==> src/rtl/abk_pkg.sv <==
package abk_pkg;
   typedef enum logic [1:0] {
      EV_OFF = 2'b00,
      EV_WR  = 2'b01,
      EV_RD  = 2'b10,
      EV_ANY = 2'b11
   } ev_sel_e;

   typedef enum logic [1:0] {
      RA_UPPER = 2'd0,
      RA_LOWER = 2'd1,
      RA_COUNT = 2'd2,
      RA_CTRL  = 2'd3
   } reg_addr_e;

   localparam int CTRL_STICKY_BIT = 2;
   localparam int CTRL_ARMED_BIT  = 3;
endpackage

==> src/rtl/abk_limit_cmp.sv <==
module abk_limit_cmp #(
   parameter int ADDR_W   = 16,
   parameter bit IS_UPPER = 1'b1
) (
   input  logic [ADDR_W-1:0] limit,
   input  logic [ADDR_W-1:0] addr,
   output logic              ok
);
   generate
      if (IS_UPPER) begin : g_upper
         assign ok = (limit >= addr);
      end else begin : g_lower
         assign ok = (limit <= addr);
      end
   endgenerate
endmodule

==> src/rtl/abk_event_qual.sv <==
module abk_event_qual
   import abk_pkg::*;
(
   input  logic    valid,
   input  logic    is_write,
   input  logic    hi_ok,
   input  logic    lo_ok,
   input  ev_sel_e sel,
   output logic    qual
);
   logic type_ok;

   always_comb begin
      unique case (sel)
         EV_WR:   type_ok = is_write;
         EV_RD:   type_ok = !is_write;
         EV_ANY:  type_ok = 1'b1;
         default: type_ok = 1'b0;
      endcase
   end

   assign qual = valid && hi_ok && lo_ok && type_ok;
endmodule

==> src/rtl/abk_occ_counter.sv <==
module abk_occ_counter #(
   parameter int CNT_W = 24
) (
   input  logic             clk,
   input  logic             rst_n,
   input  logic             load,
   input  logic [CNT_W-1:0] load_val,
   input  logic             hit,
   output logic [CNT_W-1:0] count,
   output logic             armed,
   output logic             trip_now,
   output logic             trip_q
);
   localparam logic [CNT_W-1:0] ZERO = '0;
   localparam logic [CNT_W-1:0] ONE  = {{(CNT_W-1){1'b0}}, 1'b1};

   assign trip_now = !load && hit && armed && (count == ZERO);

   always_ff @(posedge clk) begin
      if (!rst_n) begin
         count  <= ZERO;
         armed  <= 1'b1;
         trip_q <= 1'b0;
      end else begin
         trip_q <= trip_now;
         if (load) begin
            count <= load_val;
            armed <= 1'b1;
         end else if (trip_now) begin
            armed <= 1'b0;
         end else if (hit && armed) begin
            count <= count - ONE;
         end
      end
   end
endmodule

==> src/rtl/abk_range_bkpt.sv <==
module abk_range_bkpt
   import abk_pkg::*;
#(
   parameter int ADDR_W = 16,
   parameter int CNT_W  = 24
) (
   input  logic              clk,
   input  logic              rst_n,
   input  logic              acc_valid,
   input  logic              acc_write,
   input  logic [ADDR_W-1:0] acc_addr,
   input  logic [1:0]        reg_addr,
   input  logic              reg_wr,
   input  logic              reg_clr,
   input  logic [CNT_W-1:0]  reg_wdata,
   output logic [CNT_W-1:0]  reg_rdata,
   output logic              dbg_req
);
   localparam int CTRL_W = CTRL_ARMED_BIT + 1;

   generate
      if (ADDR_W < 1 || ADDR_W > CNT_W) begin : g_bad_addr_w
         $error("abk_range_bkpt: ADDR_W must lie in 1..CNT_W");
      end
      if (CNT_W < CTRL_W) begin : g_bad_cnt_w
         $error("abk_range_bkpt: CNT_W too narrow for control word");
      end
   endgenerate

   logic [ADDR_W-1:0] upper_q, lower_q;
   ev_sel_e           sel_q;
   logic              sticky_q;
   logic              hi_ok, lo_ok, qual;
   logic              cnt_load;
   logic [CNT_W-1:0]  cnt_val, cnt_load_val;
   logic              armed, trip_now, trip_q;

   wire acc_reg = reg_wr || reg_clr;
   wire at_up   = (reg_addr == RA_UPPER);
   wire at_lo   = (reg_addr == RA_LOWER);
   wire at_cnt  = (reg_addr == RA_COUNT);
   wire at_ctl  = (reg_addr == RA_CTRL);

   assign cnt_load     = acc_reg && at_cnt;
   assign cnt_load_val = reg_clr ? '0 : reg_wdata;

   abk_limit_cmp #(.ADDR_W(ADDR_W), .IS_UPPER(1'b1)) u_hi (
      .limit(upper_q), .addr(acc_addr), .ok(hi_ok));
   abk_limit_cmp #(.ADDR_W(ADDR_W), .IS_UPPER(1'b0)) u_lo (
      .limit(lower_q), .addr(acc_addr), .ok(lo_ok));

   abk_event_qual u_qual (
      .valid(acc_valid), .is_write(acc_write),
      .hi_ok(hi_ok), .lo_ok(lo_ok), .sel(sel_q), .qual(qual));

   abk_occ_counter #(.CNT_W(CNT_W)) u_cnt (
      .clk(clk), .rst_n(rst_n),
      .load(cnt_load), .load_val(cnt_load_val), .hit(qual),
      .count(cnt_val), .armed(armed),
      .trip_now(trip_now), .trip_q(trip_q));

   always_ff @(posedge clk) begin
      if (!rst_n) begin
         upper_q  <= '0;
         lower_q  <= '0;
         sel_q    <= EV_OFF;
         sticky_q <= 1'b0;
      end else begin
         if (acc_reg && at_up)
            upper_q <= reg_clr ? '0 : reg_wdata[ADDR_W-1:0];
         if (acc_reg && at_lo)
            lower_q <= reg_clr ? '0 : reg_wdata[ADDR_W-1:0];
         if (reg_wr && !reg_clr && at_ctl)
            sel_q <= ev_sel_e'(reg_wdata[1:0]);
         if (cnt_load)
            sticky_q <= 1'b0;
         else if (trip_now)
            sticky_q <= 1'b1;
         else if (reg_clr && at_ctl)
            sticky_q <= 1'b0;
      end
   end

   logic [CTRL_W-1:0] ctrl_word;
   always_comb begin
      ctrl_word                  = '0;
      ctrl_word[1:0]             = sel_q;
      ctrl_word[CTRL_STICKY_BIT] = sticky_q;
      ctrl_word[CTRL_ARMED_BIT]  = armed;
   end

   always_comb begin
      unique case (reg_addr)
         RA_UPPER: reg_rdata = CNT_W'(upper_q);
         RA_LOWER: reg_rdata = CNT_W'(lower_q);
         RA_COUNT: reg_rdata = cnt_val;
         default:  reg_rdata = CNT_W'(ctrl_word);
      endcase
   end

   assign dbg_req = trip_q;
endmodule

==> config.mk <==
export PLATFORM = sky130hd
export DESIGN_NAME = abk_range_bkpt
export DESIGN_NICKNAME = d
export VERILOG_FILES = /design/src/rtl/abk_pkg.sv /design/src/rtl/abk_limit_cmp.sv /design/src/rtl/abk_event_qual.sv /design/src/rtl/abk_occ_counter.sv /design/src/rtl/abk_range_bkpt.sv
export SDC_FILE = /design/constraint.sdc
export NUM_CORES = 1
export LEC_CHECK = 0
export BUFFER_PORTS_ARGS = -buffer_cell sky130_fd_sc_hd__buf_2
export CORE_ASPECT_RATIO = 1.4
export CORE_UTILIZATION = 30
export DETAILED_ROUTE_END_ITERATION = 12
export PLACE_DENSITY_LB_ADDON = 0.2
export REMOVE_ABC_BUFFERS = 1
export SYNTH_ARGS = -nofsm -noshare
export SYNTH_HDL_FRONTEND = slang
export SYNTH_SLANG_ARGS = --single-unit
==> constraint.sdc <==
create_clock -name clk -period 3.5 [get_ports clk]
set_input_delay 0.7 -clock clk [delete_from_list [all_inputs] [get_ports clk]]
set_output_delay 0.7 -clock clk [all_outputs]
set_load 0.1 [all_outputs]
# == Yosys cells after proc, flatten, opt, wreduce, memory -nomap -nowiden ==
# Index checks and enable logic that the tools add are counted.
# op_classes
n_addsub,1
magnitude_cmp,2
eq_ne,7
mux,9
n_bitwise,1
reduce_logical,23
# ops
operator,n
24-bit two-way mux,4
24-bit case mux with 3 select lines,1
24-bit logical NOT,1
"24-bit by 1-bit subtractor with 24-bit output, second input constant",1
16-bit >= comparator,1
16-bit less-or-equal comparator,1
16-bit two-way mux,1
1-bit logical AND,13
"2-bit == test, second input constant",4
"2-bit by 1-bit == test with 1-bit output, second input constant",2
2-bit nonzero test,2
1-bit logical NOT,3
1-bit case mux with 3 select lines,1
2-bit logical NOT,1
1-bit two-way mux,2
"2-bit by 1-bit != test with 1-bit output, second input constant",1
2-bit AND reduction,1
2-bit OR reduction,1
1-bit logical OR,1
1-bit NOT,1
# totals
ff_bits,61
input_bits,48
output_inout_bits,25
elab_cells,50

# == Depth between registers and ports, before layout ==
# Gate-level depths: netlist of the first run.
# depth
ltp_word,9
ltp_mapped,10
mapped_depth_nobuf,9

# == By module ==
# Synthesis of the first run repeated with hierarchy kept, for this count alone.
# unflattened
cells_unflattened,555
area_unflattened_um2,4434.3
# modules_own_cells
mod,instances,cells_each,area_each_um2,seq_area_each_um2
abk_range_bkpt,1,220,1930.6,700.7
abk_occ_counter,1,221,1675.4,520.5
abk_limit_cmp (u_lo),1,56,410.4,0.0
abk_limit_cmp (u_hi),1,55,399.1,0.0
abk_event_qual,1,3,18.8,0.0

# == Worst setup path before layout of the first run ==
# OpenSTA, ideal clock, no wires.
# synth_path
path_type,input -> output
from,in reg_addr[0]
to,out reg_rdata[11]
arrival_time_ns,3.748
setup_slack_ns,-0.948
stages,4
path_buffers,2
cell_sequence,buf_1 buf_1 mux2i_1 o21ai_0
# synth_via
elab_chain_len,2
# synth_rtl
element,line,rtl
"start, declared",abk_range_bkpt.sv:12,"input logic [1:0] reg_addr,"
2-bit == test (tied with other cells),abk_range_bkpt.sv:93,unique case (reg_addr)
24-bit case mux with 3 select lines (*),abk_range_bkpt.sv:93,
"end, declared",abk_range_bkpt.sv:16,"output logic [CNT_W-1:0] reg_rdata,"
# Every way passes the cells marked *; elsewhere a longest branch is shown, timed or not.

# == Final worst setup path of the first run ==
# layout_path
from,in acc_addr[9]
to,reg u_cnt.armed
# layout_via
elab_chain_len,7
# layout_rtl
element,line,rtl
"start, declared",abk_range_bkpt.sv:11,"input logic [ADDR_W-1:0] acc_addr,"
16-bit >= comparator,abk_limit_cmp.sv:11,assign ok = (limit >= addr);
1-bit logical AND,abk_event_qual.sv:22,assign qual = valid && hi_ok && lo_ok && type_ok;
1-bit logical AND (*) (2 in a row),abk_event_qual.sv:22,
1-bit logical AND (*) (3 in a row),abk_occ_counter.sv:17,assign trip_now = !load && hit && armed && (count == ZERO);
"end signal, assigned",abk_occ_counter.sv:22,armed <= 1'b1;
"end signal, assigned",abk_occ_counter.sv:28,armed <= 1'b1;
"end signal, assigned",abk_occ_counter.sv:30,armed <= 1'b0;
"end, declared",abk_occ_counter.sv:10,"output logic armed,"
# Marks and branches as above.
# A chain may end at the register's enable or synchronous reset.

==> reports/metrics.cfg, run 1 <==
[run_status]
outcome=completed

[yosys]
synth_top_area_share_pct=29.3
ys_seq_area_share_pct=29.3
synthArstFlopShare_pct=0
ys_warn_count=0
synth_cell_type_count=66
avgSynthCellArea_um2=7.85
netlist_area_um2=4160
synth_top_area_cell=dfxtp_1
synthTopCellsByArea=dfxtp_1 (29%), ha_1 (9.9%), nand2_1 (8.5%)
yosys_most_used_dff=dfxtp_1
synth-seq-cells=61
synth_cells=530
synth_edf_count=0

[clock_network]
htree_levels=3
root_buffer=clkbuf_16
post_cts_buffers=0
clk_pin_slew_ns=0.05
cts.sinks=61
cts_hold_buf=0
cts_resized=0
tritoncts=done
worstSkewPairLatency_ns=0.33
cts_max_path_buffers=2
numCtsBuffers=9

[pwr]
irDropWorstVdd_mv=0.311
power.leakage_nw=2.26
powerDensity_nw_per_um2=379
power_mw=2.01

[routing]
drt_iter0_drc=145
first_pass_iters=4
vias_per_cell=5.24
routedWlPerCell_um=17.0
drt_wl_total_um=13300
vias=4109
drc_errors=0
ant_nets=0

[place]
place_ws_ns=0.249
dp_hpwl_um=10100
io_buffers=72
dp_cells=770
gp_congestion=0.868

[worst_setup_path]
start_kind=input pin
crit_type=input pin to flip-flop
arrival_ns=3.11
cp.required_ns=3.73
end_kind=flip-flop
crit_fanout=7

[global_route]
antenna_found_initial=0
grt_pass1_vias=3975
overflow=0
grt_max_degree=38
grt_first_pass_wirelength_um=20900
grt.total_usage_pct=19.3

[floorplan]
initial_core_util_pct=30.9
die_area_um2=14400
dieHeight_um=141
die_w_um=102
core-area_um2=13500
ios=73
rows=50

[sta]
slew_headroom_pct=48.2
worst_pin_slew_ns=0.776
setup_slack_ns=0.612
rsz0062_at_grt=no
tns_ns=0
timing.final.crit_period_ns=2.89
hold_viol_final=0
skew_ns=0.00653
max_freq_mhz=346
holdWs_ns=0.471
slew_violations=0
setup_viol=0
finalCritPeriodShare_pct=82.5

[layout]
stdcell_count=784
fillers=1396
final_common_cell=nand2_1
n_antenna_cell=0
area_growth_pct=27.3
nNetsFinal=680
drive_gt1_share_pct=19.3
layout_common_cells=nand2_1 (94), dfxtp_1 (61), a21oi_1 (56), buf_2 (52), ha_1 (33)

[hold_path]
hold_class=flip-flop to flip-flop

[flow_run]
cap_viol_max_count=0

registers in the layout, summed over array words and instances (netlist names):
signal        count
sticky_q          1
u_cnt.armed       1
u_cnt.trip_q      1
u_cnt.count      24
lower_q          16
upper_q          16
sel_q             2
metal layers:
layer / GRT usage, % / vias to the layer above / part of all wire [%]
met5: 0 / - / 0
met4: 10.8 / 0 / 3.4
met2: 34.1 / 114 / 52
li1: - / 2043 / -
met3: 2.86 / 24 / 4.3
met1: 21.8 / 1928 / 40
synthesized netlist by cell type (all sizes together), types with 4 or more instances:
master / instances
mux2i: 19
clkbuf: 20
nor4: 10
and2: 10
inv: 24
a21oi: 57
nand2: 94
xor2: 4
or3: 8
dfxtp: 61
or4: 9
nor2b: 17
ha: 33
buf: 7
mux4: 4
and3: 4
o21ai: 29
nand4: 11
o211ai: 5
a22oi: 4
nor2: 28
nand3: 16
nor3: 9
worst max-delay path, stage by stage:
cell and delay [ns]:
buf_2 0.08, inv_1 0.05, ha_1 0.32, nand4_1 0.23, inv_1 0.07, a221oi_1 0.38
o211a_1 0.34, o21ai_1 0.19, or4b_4 0.57, a21o_1 0.19
report_power, final:
part | switching (mW) | internal, mW | total [mW]
clock network | 0.307 | 0.507 | 0.814
logic | 0.283 | 0.161 | 0.444
registers | 0.0298 | 0.720 | 0.750
final timing paths:
kind                                       end  slack [ns]        start  depth (start not counted)
worst max register to register  u_cnt.count[9]        0.74   upper_q[0]                         10
worst min-delay path               lower_q[11]        0.47  lower_q[11]                          2
worst min register to register     lower_q[11]        0.47  lower_q[11]                          2
worst max-delay path               u_cnt.armed        0.61  acc_addr[9]                         10
through the flow:
step | area, um2 | util (%)
after global placement | 5030 | 37.4
after CTS | 5300 | 39.4
final | 5300 | 39.4
after global routing | 5300 | 39.4
after detailed placement | 5030 | 37.4
after floorplan | 4040 | -
kinds of logic (layout without fill, tap and decap cells):
group | after synthesis | after routing | synth area share, %
AO/OA/AOI/OAI | 128 | 128 | 19.5
XOR/XNOR | 6 | 6 | 1.26
adder cells (fa/ha/maj) | 33 | 33 | 9.92
buffers and inverters | 52 | 124 | 5.11
flip-flops | 61 | 61 | 29.3
multiplexers | 26 | 26 | 7.64
AND/OR/NAND/NOR | 224 | 224 | 27.3
area by class of cell:
type	count	area, um2	area share, %
Sequential cell	61	1220	23.0
Tap cell	182	228	4.30
Clock inverter	2	10.0	0.189
Timing Repair Buffer	85	758	14.3
Clock buffer	12	256	4.84
Inverter	25	93.8	1.77
Multi-Input combinational cell	417	2730	51.5
(Power assumes the default switching activity.)
==> run 2, diff against run 1 <==
ABC_AREA = 1   (was default)
clock period = 2.66 ns   (was 3.5 ns; I/O delays follow)
==> run 2 against run 1 <==
Net effect: clock power up 39%; hold slack better by 0.0042 ns; via count increased by 12%; design area increased by 4.9%; sequential share of layout area decreased by 1.1 points; largest cell class unchanged; cell count up 19%; highest routed layer unchanged; critical endpoint is now reg_rdata[0]; flip-flop and latch count unchanged; non-clock buffer count increased by 4; die area is 3.1% higher; sequential power up 39%; setup slack worse by 0.31 ns.
==> reports/metrics.cfg, run 2 <==
[run_status]
outcome=completed

[global_route]
grt_first_pass_wirelength_um=21400  ; +2.5%
antenna_found_initial=0  ; unchanged
grt.total_usage_pct=19.0  ; -0.28 points
grt_max_degree=56  ; +47%
grt_pass1_vias=4198  ; +5.6%
overflow=0  ; unchanged

[worst_setup_path]
slowest_delay_ns=0.38  ; -0.19 ns
start_kind=input pin
cpMaxStageDelayCell=inv_1
worst-path-buf-inv=4  ; +1
crit_top_cell=inv_1
crit_fanout=12  ; +5
arrival_ns=1.83  ; -1.28 ns
crit_type=input pin to output port
end_kind=output port
cp_cell_sequence=buf_2, inv_1, nor2_2, inv_1, o22ai_1, a21oi_1, o21ai_0, buf_12
crit_family=buffers and inverters
cp.required_ns=2.13  ; -1.60 ns

[clock_network]
cts_hold_buf=0  ; unchanged
htree_levels=3  ; unchanged
clk_pin_slew_ns=0.05  ; about the same
post_cts_buffers=0  ; unchanged
cts_max_path_buffers=2  ; unchanged
cts.sinks=61  ; unchanged
root_buffer=clkbuf_16
cts_resized=0  ; unchanged
tritoncts=done
numCtsBuffers=9  ; unchanged
worstSkewPairLatency_ns=0.33  ; about the same

[sta]
slew_headroom_pct=43.1  ; -5.1 points
setup_viol=0  ; unchanged
hold_viol_final=0  ; unchanged
finalCritPeriodShare_pct=88.7
worst_pin_slew_ns=0.850  ; +0.0736 ns
setup_slack_ns=0.299  ; -0.313 ns
slew_violations=0  ; unchanged
timing.final.crit_period_ns=2.36
holdWs_ns=0.475  ; +0.00421 ns
rsz0062_at_grt=no
skew_ns=0.00777  ; +0.00124 ns
max_freq_mhz=424

[layout]
fillers=1510  ; +8.2%
largest_register_ffs=24  ; unchanged
n_antenna_cell=0  ; unchanged
seq_area_um2=1220  ; unchanged
multi_input_area_um2=2680  ; -1.8%
top_regs=u_cnt.count (24), lower_q (16), upper_q (16)
drive_gt1_share_pct=16.0  ; -3.3 points
final_common_cell=nand2_1
final_cell_area_um2=5560  ; +4.9%
stdcell_count=931  ; +19%
layout_common_cells=nand2_1 (161), nor2_1 (97), inv_1 (69), a21oi_1 (63), dfxtp_1 (61)
area_growth_pct=29.5
regMostFlops=u_cnt.count
nNetsFinal=824  ; +21%
final_core_util_pct=40.0  ; +0.58 points

[pwr]
powerDensity_nw_per_um2=558  ; +47%
power.leakage_nw=2.65  ; +17%
irDropWorstVdd_mv=0.317  ; +1.6%

[yosys]
synth_edf_count=0  ; unchanged
synth_cells=670  ; +26%
synth_top_area_cell=dfxtp_1
synth_common_cells=nand2_1 (161), nor2_1 (97), inv_1 (69)
synth-seq-cells=61  ; unchanged
ys_seq_area_share_pct=28.4  ; -0.91 points
synthTopCellsByArea=dfxtp_1 (28%), nand2_1 (14%), ha_1 (9.6%)
synth_cell_type_count=39  ; -41%
ys_warn_count=0  ; unchanged
synth_top_area_share_pct=28.4  ; -0.91 points
synth_most_common_cell=nand2_1
avgSynthCellArea_um2=6.41  ; -18%
synthArstFlopShare_pct=0  ; unchanged
yosys_most_used_dff=dfxtp_1
netlist_area_um2=4290  ; +3.2%

[flow_run]
cap_viol_max_count=0  ; unchanged

[floorplan]
die_area_um2=14800  ; +3.1%
core-area_um2=13900  ; +3.4%
ios=73  ; unchanged
rows=51  ; +2.0%
die_w_um=103  ; +1.6%
dieHeight_um=144  ; +1.6%
initial_core_util_pct=30.9  ; -0.071 points

[routing]
drt_wl_total_um=13700  ; +2.8%
first_pass_iters=5  ; +1
drc_errors=0  ; unchanged
vias=4597  ; +12%
ant_nets=0  ; unchanged
routedWlPerCell_um=14.7  ; -13%
vias_per_cell=4.94  ; -5.8%
drt_iter0_drc=245  ; +69%

[place]
io_buffers=72  ; unchanged
dp_cells=917  ; +19%
placed_area_um2=5280  ; +4.9%
dp_hpwl_um=10900  ; +7.1%
gp_congestion=0.867  ; about the same
place_ws_ns=0.111  ; -0.138 ns

[hold_path]
hold_class=flip-flop to flip-flop

==> run 2: cell types whose count changed in the layout (fill, tap and decap cells not counted), sizes merged, moves of 9 or more <==
| cell | previous run | this run |
|---|---|---|
| o21ai | 29 | 49 |
| nand3 | 16 | 35 |
| inv | 24 | 72 |
| or4 | 9 | 0 |
| nand2 | 94 | 164 |
| and2 | 10 | 0 |
| nor2b | 17 | 1 |
| nor2 | 28 | 105 |
| mux2i | 19 | 0 |
==> run 2: worst reg2reg max path: cells and delay by family (launching register included) <==
family	cells	cell delay, ns
buf+inv	1	0.13
fa+ha+maj	1	0.22
simple gates	10	1.47
flops	1	0.37
==> run 2: logic make-up after synthesis <==
family / synth area share [%]
AND/OR/NAND/NOR: 31.5
XOR/XNOR: 2.45
buffers and inverters: 9.09
flip-flops: 28.4
adder cells (fa/ha/maj): 9.62
AO/OA/AOI/OAI: 18.9
==> run 2: cell type report <==
cell class	count	share of cell area (%)
multi-input combinational	510	48.2
sequential	61	22.0
timing repair buffer	89	15.7
inverter	72	4.86
clock buffer	12	4.43
tap	185	4.16
clock inverter	2	0.630
==> run 2: metal layers <==
metal,track usage [%],routed length (um)
met1,23.0,5720
met2,34.7,7150
met3,2.58,671
met4,4.97,155
met5,0,0
==> run 2: where the power goes <==
group	leakage, nW	total (mW)	internal (mW)	switching, mW
logic	2.01	0.927	0.329	0.598
clock network	0.139	1.13	0.738	0.396
registers	0.501	1.04	0.977	0.0638
total	2.65	3.10	2.04	1.06
==> run 2: final timing paths <==
check,startpoint,end,slack [ns],cells past startpoint
setup / recovery,reg_addr[1],reg_rdata[0],0.30,8
hold / removal,u_cnt.armed,u_cnt.armed,0.48,2
setup reg to reg,u_cnt.count[0],u_cnt.count[13],0.38,12
hold reg to reg,u_cnt.armed,u_cnt.armed,0.48,2
==> run 2: stage by stage <==
| stage | setup TNS (ns) | power (mW) |
|---|---|---|
| floorplan | -7.05 | 1.66 |
| global placement | 0 | 1.97 |
| detailed placement | 0 | 1.98 |
| CTS | 0 | 3.11 |
| global route | 0 | 3.26 |
| finish | 0 | 3.10 |
==> run 3, diff against run 2 <==
PLACE_DENSITY = 0.56   (was default)
PLACE_DENSITY_LB_ADDON = default   (was 0.2)
==> run 3 against run 2 <==
Net effect: setup slack better by 0.062 ns; flip-flop and latch count unchanged; largest power group unchanged; core utilization increased by 0.25 points; critical path depth shrank 2; routed wire length is 3.4% lower; sequential power about the same; total power up 2.0%; maximum frequency grew 2.7%; design area up 0.63%; clock skew about the same; critical path type unchanged; die area did not move.
==> reports/metrics.cfg, run 3 (synthesis results as in run 2) <==
[sta]
skew_ns=0.00774  ; -0.0000315 ns
finalCritPeriodShare_pct=86.4  ; -2.3 points
setup_viol=0  ; unchanged
holdWs_ns=0.485  ; +0.0101 ns
setup_slack_ns=0.362  ; +0.0625 ns
rsz0062_at_grt=no
tns_ns=0  ; unchanged
max_freq_mhz=435  ; +2.7%
slew_violations=0  ; unchanged
slew_headroom_pct=67.0  ; +24 points
hold_viol_final=0  ; unchanged
worst_pin_slew_ns=0.495  ; -0.355 ns
timing.final.crit_period_ns=2.30  ; -0.0625 ns

[floorplan]
rows=51  ; unchanged
core-area_um2=13900  ; unchanged
initial_core_util_pct=30.9  ; unchanged
dieHeight_um=144  ; unchanged
die_area_um2=14800  ; unchanged
ios=73  ; unchanged
die_w_um=103  ; unchanged

[routing]
drt_wl_total_um=13200  ; -3.4%
routedWlPerCell_um=14.2  ; -3.5%
drt_iter0_drc=276  ; +13%
drc_errors=0  ; unchanged
first_pass_iters=4  ; -1
ant_nets=0  ; unchanged
vias=4469  ; -2.8%
vias_per_cell=4.80  ; -2.9%

[pwr]
powerDensity_nw_per_um2=565  ; +1.3%
irDropWorstVdd_mv=0.271  ; -14%
power_mw=3.16  ; +2.0%
power.leakage_nw=2.67  ; +0.88%

[worst_setup_path]
crit_type=input pin to output port
cpMaxStageDelayCell=o221ai_1
arrival_ns=1.77  ; -0.06 ns
slowest_delay_ns=0.34  ; -0.04 ns
start_kind=input pin
crit_fanout=12  ; unchanged
cp.required_ns=2.13  ; about the same
cp_cell_sequence=buf_2, nor2_2, inv_1, buf_4, o221ai_1, buf_12
end_kind=output port

[layout]
largest_register_ffs=24  ; unchanged
nNetsFinal=823  ; -0.12%
top_regs=u_cnt.count (24), lower_q (16), upper_q (16)
stdcell_count=932  ; +0.11%
final_cell_area_um2=5600  ; +0.63%
final_core_util_pct=40.2  ; +0.25 points
area_growth_pct=30.3
n_antenna_cell=0  ; unchanged
fillers=1533  ; +1.5%
layout_common_cells=nand2_1 (161), nor2_1 (97), inv_1 (69), a21oi_1 (63), dfxtp_1 (61)
regMostFlops=u_cnt.count
final_common_cell=nand2_1
drive_gt1_share_pct=16.3  ; +0.38 points

[clock_network]
clk_pin_slew_ns=0.05  ; about the same
cts.sinks=61  ; unchanged
numCtsBuffers=9  ; unchanged
post_cts_buffers=0  ; unchanged
cts_resized=0  ; unchanged
cts_max_path_buffers=2  ; unchanged
cts_hold_buf=0  ; unchanged
root_buffer=clkbuf_16
worstSkewPairLatency_ns=0.33  ; about the same
htree_levels=3  ; unchanged
tritoncts=done

[place]
dp_cells=916  ; -0.11%
dp_hpwl_um=10500  ; -3.7%
placed_area_um2=5280  ; about the same
gp_congestion=0.838  ; -3.4%
io_buffers=72  ; unchanged
place_ws_ns=0.116  ; +0.00515 ns

[global_route]
overflow=0  ; unchanged
grt.total_usage_pct=18.9  ; -0.16 points
grt_pass1_vias=4192  ; -0.14%
antenna_found_initial=0  ; unchanged
grt_first_pass_wirelength_um=21300  ; -0.84%
grt_max_degree=34  ; -39%

[flow_run]
cap_viol_max_count=0  ; unchanged

[hold_path]
hold_class=flip-flop to flip-flop

[run_status]
outcome=completed

## run 3: layout make-up
cell class / instances / area, um2 / area share, %
well taps: 185 / 231 / 4.14
clock inverters: 4 / 45.0 / 0.805
multi-input cells: 510 / 2680 / 47.9
repair buffers: 88 / 878 / 15.7
flip-flops and latches: 61 / 1220 / 21.8
inverters: 72 / 270 / 4.83
clock buffers: 12 / 267 / 4.76
## run 3: power breakdown
part	leakage [nW]	switching [mW]	internal (mW)
combinational	2.01	0.595	0.329
clock	0.158	0.404	0.795
sequential	0.501	0.0631	0.976
total	2.67	1.06	2.10
## run 3: final timing paths
| path | start | to | slack (ns) | cells after the start |
|---|---|---|---|---|
| worst max register to register | u_cnt.count[0] | u_cnt.count[5] | 0.37 | 12 |
| worst min register to register | sticky_q | sticky_q | 0.49 | 2 |
| worst min-delay path | sticky_q | sticky_q | 0.49 | 2 |
| worst max-delay path | reg_addr[0] | reg_rdata[14] | 0.36 | 6 |
## run 3: routing by layer
metal	GRT usage [%]	up-vias	wire, um
li1	-	2346	-
met1	23.2	2021	5700
met2	33.4	84	6770
met3	2.38	18	497
met4	6.30	0	274
met5	0	-	0
## run 3: worst max-delay path: cells and delay by family
kind	cells	cell delay, ns
AO/OA/AOI/OAI	1	0.34
AND/OR/NAND/NOR	1	0.16
buffers and inverters	4	0.72
